File: config.mk
export PLATFORM = sky130hd
export DESIGN_NAME = mac_hash_unit
export DESIGN_NICKNAME = d
export VERILOG_FILES = /design/src/rtl/mhash_pkg.sv /design/src/rtl/mhash_step.sv /design/src/rtl/mhash_feed.sv /design/src/rtl/mhash_seq.sv /design/src/rtl/mac_hash_unit.sv
export SDC_FILE = /design/constraint.sdc
export NUM_CORES = 1
export LEC_CHECK = 0
export CAP_MARGIN = 20
export CORE_MARGIN = 2
export CORE_UTILIZATION = 65
export DETAILED_ROUTE_END_ITERATION = 10
export DONT_BUFFER_PORTS = 1
export GPL_TIMING_DRIVEN = 0
export PLACE_DENSITY = 0.8
export REMOVE_ABC_BUFFERS = 1
export SYNTH_ARGS = -nofsm -noshare
export SYNTH_HDL_FRONTEND = slang
export SYNTH_SLANG_ARGS = --single-unit
File: constraint.sdc
create_clock -name clk -period 3.5 [get_ports clk]
set_input_delay 0.7 -clock clk [delete_from_list [all_inputs] [get_ports clk]]
set_output_delay 0.7 -clock clk [all_outputs]
set_load 0.03 [all_outputs]
File: src/rtl/mhash_pkg.sv
package mhash_pkg;
  localparam int ADDR_BITS  = 48;
  localparam int BYTE_BITS  = 8;
  localparam int ADDR_BYTES = ADDR_BITS / BYTE_BITS;
  localparam int HASH_BITS  = 8;

  typedef logic [HASH_BITS-1:0] hash_t;

  localparam hash_t            SEED = 8'h12;
  localparam logic [HASH_BITS:0] FOLD = 9'h1C0;

  // One bit step: merge bit at the top, conditionally fold, shift right.
  function automatic hash_t hash_bit(hash_t s, logic b);
    logic [HASH_BITS:0] r;
    r = {b, s};
    if (r[0]) r = r ^ FOLD;
    return r[HASH_BITS:1];
  endfunction
endpackage

File: src/rtl/mhash_step.sv
module mhash_step
  import mhash_pkg::*;
#(
  parameter int STEP_BITS = 1
) (
  input  hash_t                s_in,
  input  logic [STEP_BITS-1:0] bits,
  output hash_t                s_out
);
  hash_t chain [STEP_BITS+1];

  assign chain[0] = s_in;

  for (genvar i = 0; i < STEP_BITS; i++) begin : g_bit
    assign chain[i+1] = hash_bit(chain[i], bits[i]);
  end

  assign s_out = chain[STEP_BITS];
endmodule

File: src/rtl/mhash_feed.sv
module mhash_feed
  import mhash_pkg::*;
#(
  parameter int STEP_BITS = 1
) (
  input  logic                 clk,
  input  logic                 rst,
  input  logic                 load,
  input  logic                 adv,
  input  logic [ADDR_BITS-1:0] addr,
  output logic [STEP_BITS-1:0] bits
);
  logic [ADDR_BITS-1:0] ordered;
  logic [ADDR_BITS-1:0] stream_q;

  // Wire order: byte 0 sits in addr[47:40]; bit 0 of ordered is folded first.
  for (genvar b = 0; b < ADDR_BYTES; b++) begin : g_byte
    assign ordered[b*BYTE_BITS +: BYTE_BITS] =
      addr[(ADDR_BYTES-1-b)*BYTE_BITS +: BYTE_BITS];
  end

  always_ff @(posedge clk) begin
    if (rst)       stream_q <= '0;
    else if (load) stream_q <= ordered;
    else if (adv)  stream_q <= stream_q >> STEP_BITS;
  end

  assign bits = stream_q[STEP_BITS-1:0];
endmodule

File: src/rtl/mhash_seq.sv
module mhash_seq #(
  parameter int STEPS = 48
) (
  input  logic clk,
  input  logic rst,
  input  logic start,
  output logic busy,
  output logic last,
  output logic done
);
  localparam int CW = (STEPS > 1) ? $clog2(STEPS) : 1;
  localparam logic [CW-1:0] LAST_C = CW'(STEPS - 1);

  logic [CW-1:0] count;

  assign last = busy && (count == LAST_C);

  always_ff @(posedge clk) begin
    if (rst) begin
      busy  <= 1'b0;
      count <= '0;
      done  <= 1'b0;
    end else begin
      done <= last;
      if (start && !busy) begin
        busy  <= 1'b1;
        count <= '0;
      end else if (busy) begin
        if (count == LAST_C) begin
          busy  <= 1'b0;
          count <= '0;
        end else begin
          count <= count + 1'b1;
        end
      end
    end
  end

  assert_take_R4: assert property (@(posedge clk) disable iff (rst)
    (start && !busy) |=> (busy && count == '0));

  assert_no_restart_R5: assert property (@(posedge clk) disable iff (rst)
    (busy && start && count != LAST_C) |=> (busy && count == $past(count) + 1'b1));

  assert_done_idle_R6: assert property (@(posedge clk) disable iff (rst)
    done |-> !busy);

  assert_pulse_R6: assert property (@(posedge clk) disable iff (rst)
    (done && STEPS > 1) |=> !done);

  assert_count_range_R6: assert property (@(posedge clk) disable iff (rst)
    count <= LAST_C);
endmodule

File: src/rtl/mac_hash_unit.sv
module mac_hash_unit
  import mhash_pkg::*;
#(
  parameter int STEP_BITS = 1
) (
  input  logic                 clk,
  input  logic                 rst,
  input  logic                 in_valid,
  output logic                 in_ready,
  input  logic [ADDR_BITS-1:0] in_addr,
  output logic                 busy,
  output logic                 hash_valid,
  output logic [HASH_BITS-1:0] hash_out
);
  localparam int STEPS = ADDR_BITS / STEP_BITS;

  logic                 accept;
  logic                 last;
  logic [STEP_BITS-1:0] bits;
  hash_t                state_q;
  hash_t                state_nx;
  hash_t                hash_q;

  assign in_ready = !busy;
  assign accept   = in_valid && in_ready;

  mhash_seq #(.STEPS(STEPS)) u_seq (
    .clk  (clk),
    .rst  (rst),
    .start(in_valid),
    .busy (busy),
    .last (last),
    .done (hash_valid)
  );

  mhash_feed #(.STEP_BITS(STEP_BITS)) u_feed (
    .clk (clk),
    .rst (rst),
    .load(accept),
    .adv (busy),
    .addr(in_addr),
    .bits(bits)
  );

  mhash_step #(.STEP_BITS(STEP_BITS)) u_step (
    .s_in (state_q),
    .bits (bits),
    .s_out(state_nx)
  );

  always_ff @(posedge clk) begin
    if (rst)         state_q <= SEED;
    else if (accept) state_q <= SEED;
    else if (busy)   state_q <= state_nx;
  end

  always_ff @(posedge clk) begin
    if (rst)       hash_q <= '0;
    else if (last) hash_q <= state_nx;
  end

  assign hash_out = hash_q;

  assert_seed_R1: assert property (@(posedge clk) disable iff (rst)
    accept |=> (state_q == SEED));

  assert_hold_R7: assert property (@(posedge clk) disable iff (rst)
    1'b1 |=> (hash_valid || $stable(hash_out)));

  assert_ready_R4: assert property (@(posedge clk) disable iff (rst)
    in_ready != busy);
endmodule

==> impl_metrics.sql, run 1 <==
INSERT INTO impl_metrics (metric_group, metric, value, unit) VALUES
('grt', 'grt_first_pass_wirelength', '9330', 'um'),
('routing', 'drt_iter0_markers', '121', ''),
('clock_tree', 'numCtsBuffers', '9', ''),
('synth', 'synth_async_reset_ratio', '0', '%'),
('synth', 'synth.top_cells.by_area', 'sky130_fd_sc_hd__dfxtp_1 (46%), sky130_fd_sc_hd__mux2_1 (17%), sky130_fd_sc_hd__nand2_1 (12%), sky130_fd_sc_hd__a21oi_1 (9.0%), sky130_fd_sc_hd__mux2i_1 (1.6%)', ''),
('routing', 'post_drt_wl_per_cell', '14.5', 'um'),
('sta', 'relSlewSlack', '38.5', '%'),
('critical_path', 'worst-endpoint-required', '2800', 'ps'),
('power', 'peakVddDrop', '0.000315', 'V'),
('floorplanning', 'placement_rows', '25', ''),
('sta', 'finalSetupViolations', '0', ''),
('sta', 'finalWorstPathRequiredPeriod', '2460', 'ps'),
('clock_tree', 'cells_resized_by_post_cts_repair', '0', ''),
('grt', 'grt_pass1_vias', '2198', ''),
('critical_path', 'critPathMaxFanout', '49', ''),
('critical_path', 'buf_inv_on_cp', '1', ''),
('synth', 'synth-warning-count', '0', ''),
('grt', 'grt_max_degree', '60', ''),
('critical_path', 'cp_data_arrival_time', '1760', 'ps'),
('synth', 'post_synth_inst_count', '362', ''),
('finish', 'synthToLayoutAreaGrowth', '5.24', '%'),
('clock_tree', 'h-tree-depth', '3', ''),
('critical_path', 'worstReg2RegStart', 'u_seq.busy', ''),
('sta', 'timing.final.hold_violations', '0', ''),
('routing', 'drtAntennaViolNets', '0', ''),
('critical_path', 'critPathKind', 'flip-flop to output pin', ''),
('finish', 'diodes', '0', ''),
('clock_tree', 'cts-hold-fix-buffers', '0', ''),
('critical_path', 'critical-path-max-stage-delay', '810', 'ps'),
('floorplanning', 'floorplan.die_area', '5380', 'um2'),
('floorplanning', 'die_height', '73.4', 'um'),
('place', 'detailedPlacementHpwl', '3670', 'um'),
('sta', 'rsz0062_at_grt', 'false', ''),
('clock_tree', 'cts.repair_timing.setup_buffer_count', '0', ''),
('power', 'p_leak', '0.00123', 'uW'),
('critical_path', 'crit_path_start', 'u_seq.busy', ''),
('clock_tree', 'cts_tree', 'built', ''),
('floorplanning', 'initial_core_util', '66.7', '%'),
('sta', 'timing.clock.skew', '9.58', 'ps'),
('sta', 'worstMarginPinSlew', '921', 'ps'),
('synth', 'synth-edff-count', '0', ''),
('place', 'port_buffers', '0', ''),
('critical_path', 'crit_path_end_kind', 'output pin', ''),
('place', 'final_estimated_routing_congestion_in_global_placement', '0.772', ''),
('min_path', 'worst_hold_path_type', 'primary input to flip-flop', ''),
('routing', 'detailroute.via_count', '2341', ''),
('routing', 'route.final.wire_length', '5880', 'um'),
('synth', 'netlist-cell-type-count', '28', ''),
('synth', 'yosys_most_used_dff', 'sky130_fd_sc_hd__dfxtp_1', ''),
('place', 'detailed_place.area', '3100', 'um2'),
('synth', 'yosys_register_bits', '72', ''),
('sta', 'final_min_period_over_clock_period', '70.3', '%'),
('grt', 'globalRouteTotalUtil', '22.4', '%'),
('routing', 'post-route-drc-count', '0', ''),
('grt', 'antenna_violations_before_repair', '0', ''),
('grt', 'grt_overflow', '0', ''),
('synth', 'syn_area_per_cell', '8.64', 'um2'),
('floorplanning', 'num_io_pins', '62', ''),
('finish', 'finish.instance_area', '3290', 'um2'),
('synth', 'yosys.area.top_type_share', '46.1', '%'),
('critical_path', 'timing.critical_path.from_type', 'flip-flop', ''),
('clock_tree', 'insertion_delay', '350', 'ps'),
('min_path', 'min_from', 'rst', ''),
('clock_tree', 'cts.sink_count', '72', ''),
('sta', 'timing.fmax', '406', 'MHz'),
('run_status', 'status', 'completed', ''),
('finish', 'final_util', '70.2', '%'),
('critical_path', 'crit_path_top_delay_cell', 'sky130_fd_sc_hd__dfxtp_2', ''),
('finish', 'design.final.nets', '398', ''),
('critical_path', 'crit_family', 'flip-flops', ''),
('clock_tree', 'clock_tree.buffer_depth', '2', '');
-- registers in the layout, indices dropped and copies added, names as in the netlist --
register         flops
u_feed.stream_q     48
u_seq.busy           1
u_seq.done           1
u_seq.count          6
state_q              8
hash_out             8
-- layout by cell type (no fill, tap or decap), types with 2 or more instances in the layout --
master,netlist,layout
sky130_fd_sc_hd__o21ai_1,5,5
sky130_fd_sc_hd__xor2_1,2,2
sky130_fd_sc_hd__clkbuf_8,0,12
sky130_fd_sc_hd__mux2_1,47,47
sky130_fd_sc_hd__nand3_1,7,7
sky130_fd_sc_hd__nand2_1,96,96
sky130_fd_sc_hd__a211o_1,2,2
sky130_fd_sc_hd__nor3_1,5,5
sky130_fd_sc_hd__dfxtp_1,72,71
sky130_fd_sc_hd__a211oi_1,6,6
sky130_fd_sc_hd__nor2b_1,2,2
sky130_fd_sc_hd__clkinv_2,0,2
sky130_fd_sc_hd__mux2i_1,5,5
sky130_fd_sc_hd__xnor2_1,4,4
sky130_fd_sc_hd__nor2_1,12,12
sky130_fd_sc_hd__a21oi_1,56,56
sky130_fd_sc_hd__a21o_1,2,2
-- per-stage QoR --
stage	cells	worst slack [ps]	TNS, ps	hold WS (ps)
after global placement	388	-1560	-65830	424
after floorplan	334	-196	-680	422
after CTS	405	1020	0	402
after detailed placement	389	1160	0	433
final	405	1040	0	423
after global routing	405	917	0	400
-- Yosys cell counts, types with 5 or more instances --
master                      n
sky130_fd_sc_hd__nand2_1   96
sky130_fd_sc_hd__dfxtp_1   72
sky130_fd_sc_hd__a21oi_1   56
sky130_fd_sc_hd__mux2_1    47
sky130_fd_sc_hd__nor2_1    12
sky130_fd_sc_hd__clkbuf_1  10
sky130_fd_sc_hd__buf_1      9
sky130_fd_sc_hd__buf_2      9
sky130_fd_sc_hd__nand3_1    7
sky130_fd_sc_hd__a211oi_1   6
sky130_fd_sc_hd__mux2i_1    5
sky130_fd_sc_hd__nor3_1     5
sky130_fd_sc_hd__o21ai_1    5
-- per-layer routing --
metal / wire (um) / GRT usage (%) / share of wire (%)
met1: 2620 / 25.0 / 45
met5: 0 / 0 / 0
met4: 114 / 12.1 / 1.9
met3: 350 / 7.96 / 6.0
met2: 2790 / 37.4 / 47
-- area by class of cell --
| class | count | area [um2] |
|---|---|---|
| clock buffer | 12 | 165 |
| timing repair buffer | 1 | 20.0 |
| clock inverter | 4 | 26.3 |
| fill | 380 | 1400 |
| tap | 54 | 67.6 |
| multi-input combinational | 260 | 1560 |
| inverter | 2 | 7.51 |
| sequential | 72 | 1440 |
-- where the power goes --
part           leakage, uW  internal, uW  switching [uW]  total, uW
logic             0.000540          67.6            63.1        131
clock network    0.0000988           316             309        624
registers         0.000589           861            30.3        891
total              0.00123          1240             402       1650
-- worst paths after layout --
check	to	slack (ps)	depth (start not counted)
worst min register to register	u_feed.stream_q[43]	450	2
worst max-delay path	in_ready	1040	1
worst max register to register	state_q[4]	1190	3
worst min-delay path	u_feed.stream_q[37]	420	1
-- cells by family (layout without fill, tap and decap cells) --
kind of cell             Yosys count  count (layout)  synth area share, %
XOR/XNOR                           6               6                 1.68
buffers and inverters             30              19                 3.96
flip-flops                        72              72                 46.1
multiplexers                      52              52                 18.5
AO/OA/AOI/OAI                     73              73                 12.6
adder cells (fa/ha/maj)            1               1                0.400
AND/OR/NAND/NOR                  128             128                 16.8
-- worst register-to-register path: stages, from the launching register on --
cell and delay [ps]:
sky130_fd_sc_hd__dfxtp_2 810, sky130_fd_sc_hd__inv_2 600, sky130_fd_sc_hd__a21o_1 480, sky130_fd_sc_hd__a211o_1 320
(Power assumes the default switching activity.)
==> run 2: changes to the inputs <==
--- a/config.mk
+++ b/config.mk
@@ -7,11 +7,11 @@
 export LEC_CHECK = 0
 export CAP_MARGIN = 20
 export CORE_MARGIN = 2
-export CORE_UTILIZATION = 65
+export CORE_UTILIZATION = 56
 export DETAILED_ROUTE_END_ITERATION = 10
 export DONT_BUFFER_PORTS = 1
 export GPL_TIMING_DRIVEN = 0
-export PLACE_DENSITY = 0.8
+export PLACE_DENSITY = 0.73
 export REMOVE_ABC_BUFFERS = 1
 export SYNTH_ARGS = -nofsm -noshare
 export SYNTH_HDL_FRONTEND = slang
==> constraint.sdc (replaced) <==
create_clock -name clk -period 2.15 [get_ports clk]
set_input_delay 0.43 -clock clk [delete_from_list [all_inputs] [get_ports clk]]
set_output_delay 0.43 -clock clk [all_outputs]
set_load 0.03 [all_outputs]
==> run 2 against run 1 <==
  * Die area grew 15%
  * Wire length grew 1.5%
  * First-iteration DRC count grew 17%
  * Cell area grew 1.3%
  * Sequential cell count is the same
  * Sequential share of layout area shrank 0.50 points
  * Clock skew shrank 1.4 ps
  * Clock-buffer cell count is the same
  * Utilization shrank 8.8 points
  * Final cell count grew 4.4%
  * Register-to-register slack lost 910 ps
  * Largest cell class unchanged
==> impl_metrics.sql, run 2 (synthesis results as in run 1) <==
INSERT INTO impl_metrics (metric_group, metric, value, unit) VALUES
('run_status', 'status', 'completed', ''),
('sta', 'finalSetupViolations', '0', ''),
('clock_tree', 'clkTransAtPathRegs', '70', 'ps'),
('critical_path', 'path_cells', 'inv_4 > a21o_1 > a211o_1', ''),
('critical_path', 'crit_family', 'compound AO/OA/AOI/OAI gates', ''),
('critical_path', 'critical-path-max-stage-delay', '680', 'ps'),
('critical_path', 'timing.critical_path.from_type', 'flip-flop', ''),
('floorplanning', 'die_w', '78.7', 'um'),
('min_path', 'worst_hold_path_type', 'primary input to flip-flop', ''),
('floorplanning', 'initial_core_util', '57.5', '%'),
('critical_path', 'worstReg2RegStart', 'u_seq.busy', ''),
('finish', 'layout_common_cells', 'sky130_fd_sc_hd__nand2_1 (96), sky130_fd_sc_hd__dfxtp_1 (71), sky130_fd_sc_hd__a21oi_1 (56)', ''),
('routing', 'drt_iter0_markers', '142', ''),
('clock_tree', 'clock-root-buffer', 'sky130_fd_sc_hd__clkbuf_8', ''),
('routing', 'dr_vias_cell', '5.47', ''),
('clock_tree', 'cts-hold-fix-buffers', '0', ''),
('grt', 'grt_overflow', '0', ''),
('place', 'detailed_place.area', '3120', 'um2'),
('grt', 'globalRouteTotalUtil', '20.2', '%'),
('critical_path', 'crit_path_top_delay_cell', 'sky130_fd_sc_hd__dfxtp_4', ''),
('sta', 'finalWorstPathRequiredPeriod', '1870', 'ps'),
('grt', 'grt_first_pass_wirelength', '9850', 'um'),
('sta', 'postLayoutSetupSlackWorst', '283', 'ps'),
('floorplanning', 'num_io_pins', '62', ''),
('power', 'p_leak', '0.00124', 'uW'),
('floorplanning', 'die_height', '78.7', 'um'),
('sta', 'rsz0062_at_grt', 'false', ''),
('routing', 'post-route-drc-count', '0', ''),
('clock_tree', 'insertion_delay', '330', 'ps'),
('floorplanning', 'floorplan.die_area', '6200', 'um2'),
('sta', 'worstMarginPinSlew', '556', 'ps'),
('finish', 'fillCellCount', '482', ''),
('routing', 'post_drt_wl_per_cell', '14.1', 'um'),
('floorplanning', 'placement_rows', '27', ''),
('sta', 'timing.clock.skew', '8.19', 'ps'),
('critical_path', 'reg2reg_depth', '3', ''),
('power', 'power_density', '826', 'nW/um2'),
('clock_tree', 'h-tree-depth', '3', ''),
('critical_path', 'timing.critical_path.to', 'state_q[1]', ''),
('finish', 'leading_cell_type_in_the_layout_fill_and_taps_excluded', 'sky130_fd_sc_hd__nand2_1', ''),
('sta', 'timing.fmax', '536', 'MHz'),
('critical_path', 'critPathMaxFanout', '49', ''),
('clock_tree', 'cts.sink_count', '72', ''),
('critical_path', 'regToRegEndpoint', 'state_q[1]', ''),
('critical_path', 'crit_path_end_kind', 'flip-flop', ''),
('critical_path', 'crit_path_start', 'u_seq.busy', ''),
('critical_path', 'worst-endpoint-required', '2380', 'ps'),
('routing', 'drtAntennaViolNets', '0', ''),
('sta', 'slew_violations', '0', ''),
('finish', 'largest_register_ffs', '48', ''),
('place', 'dpl_worst_slack', '-338', 'ps'),
('sta', 'relSlewSlack', '63.0', '%'),
('place', 'detailedPlacementHpwl', '3730', 'um'),
('routing', 'route.final.wire_length', '5960', 'um'),
('power', 'peakVddDrop', '0.000459', 'V'),
('place', 'port_buffers', '0', ''),
('critical_path', 'regToRegSetupSlack', '280', 'ps'),
('finish', 'drive_gt1_share', '5.43', '%'),
('min_path', 'min_from', 'rst', ''),
('grt', 'grt_pass1_vias', '2273', ''),
('place', 'final_estimated_routing_congestion_in_global_placement', '0.675', ''),
('critical_path', 'critPathKind', 'flip-flop to flip-flop', ''),
('grt', 'grt_max_degree', '60', ''),
('sta', 'timing.final.hold_violations', '0', ''),
('finish', 'synthToLayoutAreaGrowth', '6.64', '%'),
('sta', 'final_min_period_over_clock_period', '86.8', '%'),
('finish', 'design.final.nets', '398', ''),
('clock_tree', 'numCtsBuffers', '9', ''),
('finish', 'finish.instance_area', '3340', 'um2'),
('clock_tree', 'clock_tree.buffer_depth', '2', ''),
('floorplanning', 'floorplan.core_area', '5440', 'um2'),
('clock_tree', 'cts.repair_timing.setup_buffer_count', '0', ''),
('grt', 'antenna_violations_before_repair', '1', ''),
('routing', 'first_pass_iters', '4', ''),
('flow_run', 'drv_cap', '0', ''),
('routing', 'detailroute.via_count', '2312', ''),
('clock_tree', 'cts_tree', 'built', ''),
('critical_path', 'cp_data_arrival_time', '2100', 'ps'),
('critical_path', 'buf_inv_on_cp', '1', ''),
('critical_path', 'worstSetupPathDepth', '3', ''),
('finish', 'register_with_the_highest_flop_count', 'u_feed.stream_q', '');
## run 2: changes by cell type in the layout (fill, tap and decap cells not counted), sizes merged
| cell | delta |
|---|---|
| bufinv | +1 |
| clkinvlp | -1 |
| diode | +1 |
| inv | -1 |
## run 2: cell type report
cell class / instances / area (um2) / area share [%]
Clock inverter: 3 / 40.0 / 1.20
Multi-Input combinational cell: 260 / 1560 / 46.8
Clock buffer: 12 / 165 / 4.95
Antenna cell: 1 / 2.50 / 0.0750
Inverter: 2 / 10.0 / 0.300
Sequential cell: 72 / 1450 / 43.3
Tap cell: 72 / 90.1 / 2.70
Timing Repair Buffer: 1 / 20.0 / 0.600
## run 2: timing repair
item	4_1_cts	5_1_grt
endpoints found under the setup margin	15	8
pin swaps	0	0
gates resized for setup	1	2
endpoints found under the hold margin	0	0
## run 2: report_power, final
part / internal [uW] / switching (uW)
Clock: 621 / 470
Combinational: 110 / 99.9
Sequential: 1400 / 51.7
Total: 2130 / 622
## run 2: stage by stage
stage	hold WS [ps]	util [%]	TNS (ps)	total power, uW	cells
CTS	139	61.2	0	2780	422
finish	159	61.3	0	2750	423
global placement	428	57.0	-163740	1680	406
floorplan	422	-	-72910	1650	334
detailed placement	436	57.4	-2680	1700	407
global route	131	61.3	0	2880	423
## run 2: worst min-delay path by stage
stage	cells past startpoint	slack, ps	to
after floorplan	2	420	u_feed.stream_q[40]
after global placement	2	430	u_feed.stream_q[41]
after detailed placement	2	440	u_feed.stream_q[40]
after CTS	1	140	u_feed.stream_q[36]
after global routing	1	130	u_feed.stream_q[36]
final	1	160	u_feed.stream_q[36]
## run 2: per-layer routing
layer	global-route usage (%)	share of wire (%)	vias up
li1	-	-	1190
met1	21.8	43	1068
met2	35.6	49	49
met3	7.84	6.8	5
met4	7.89	1.2	0
met5	0	0	-
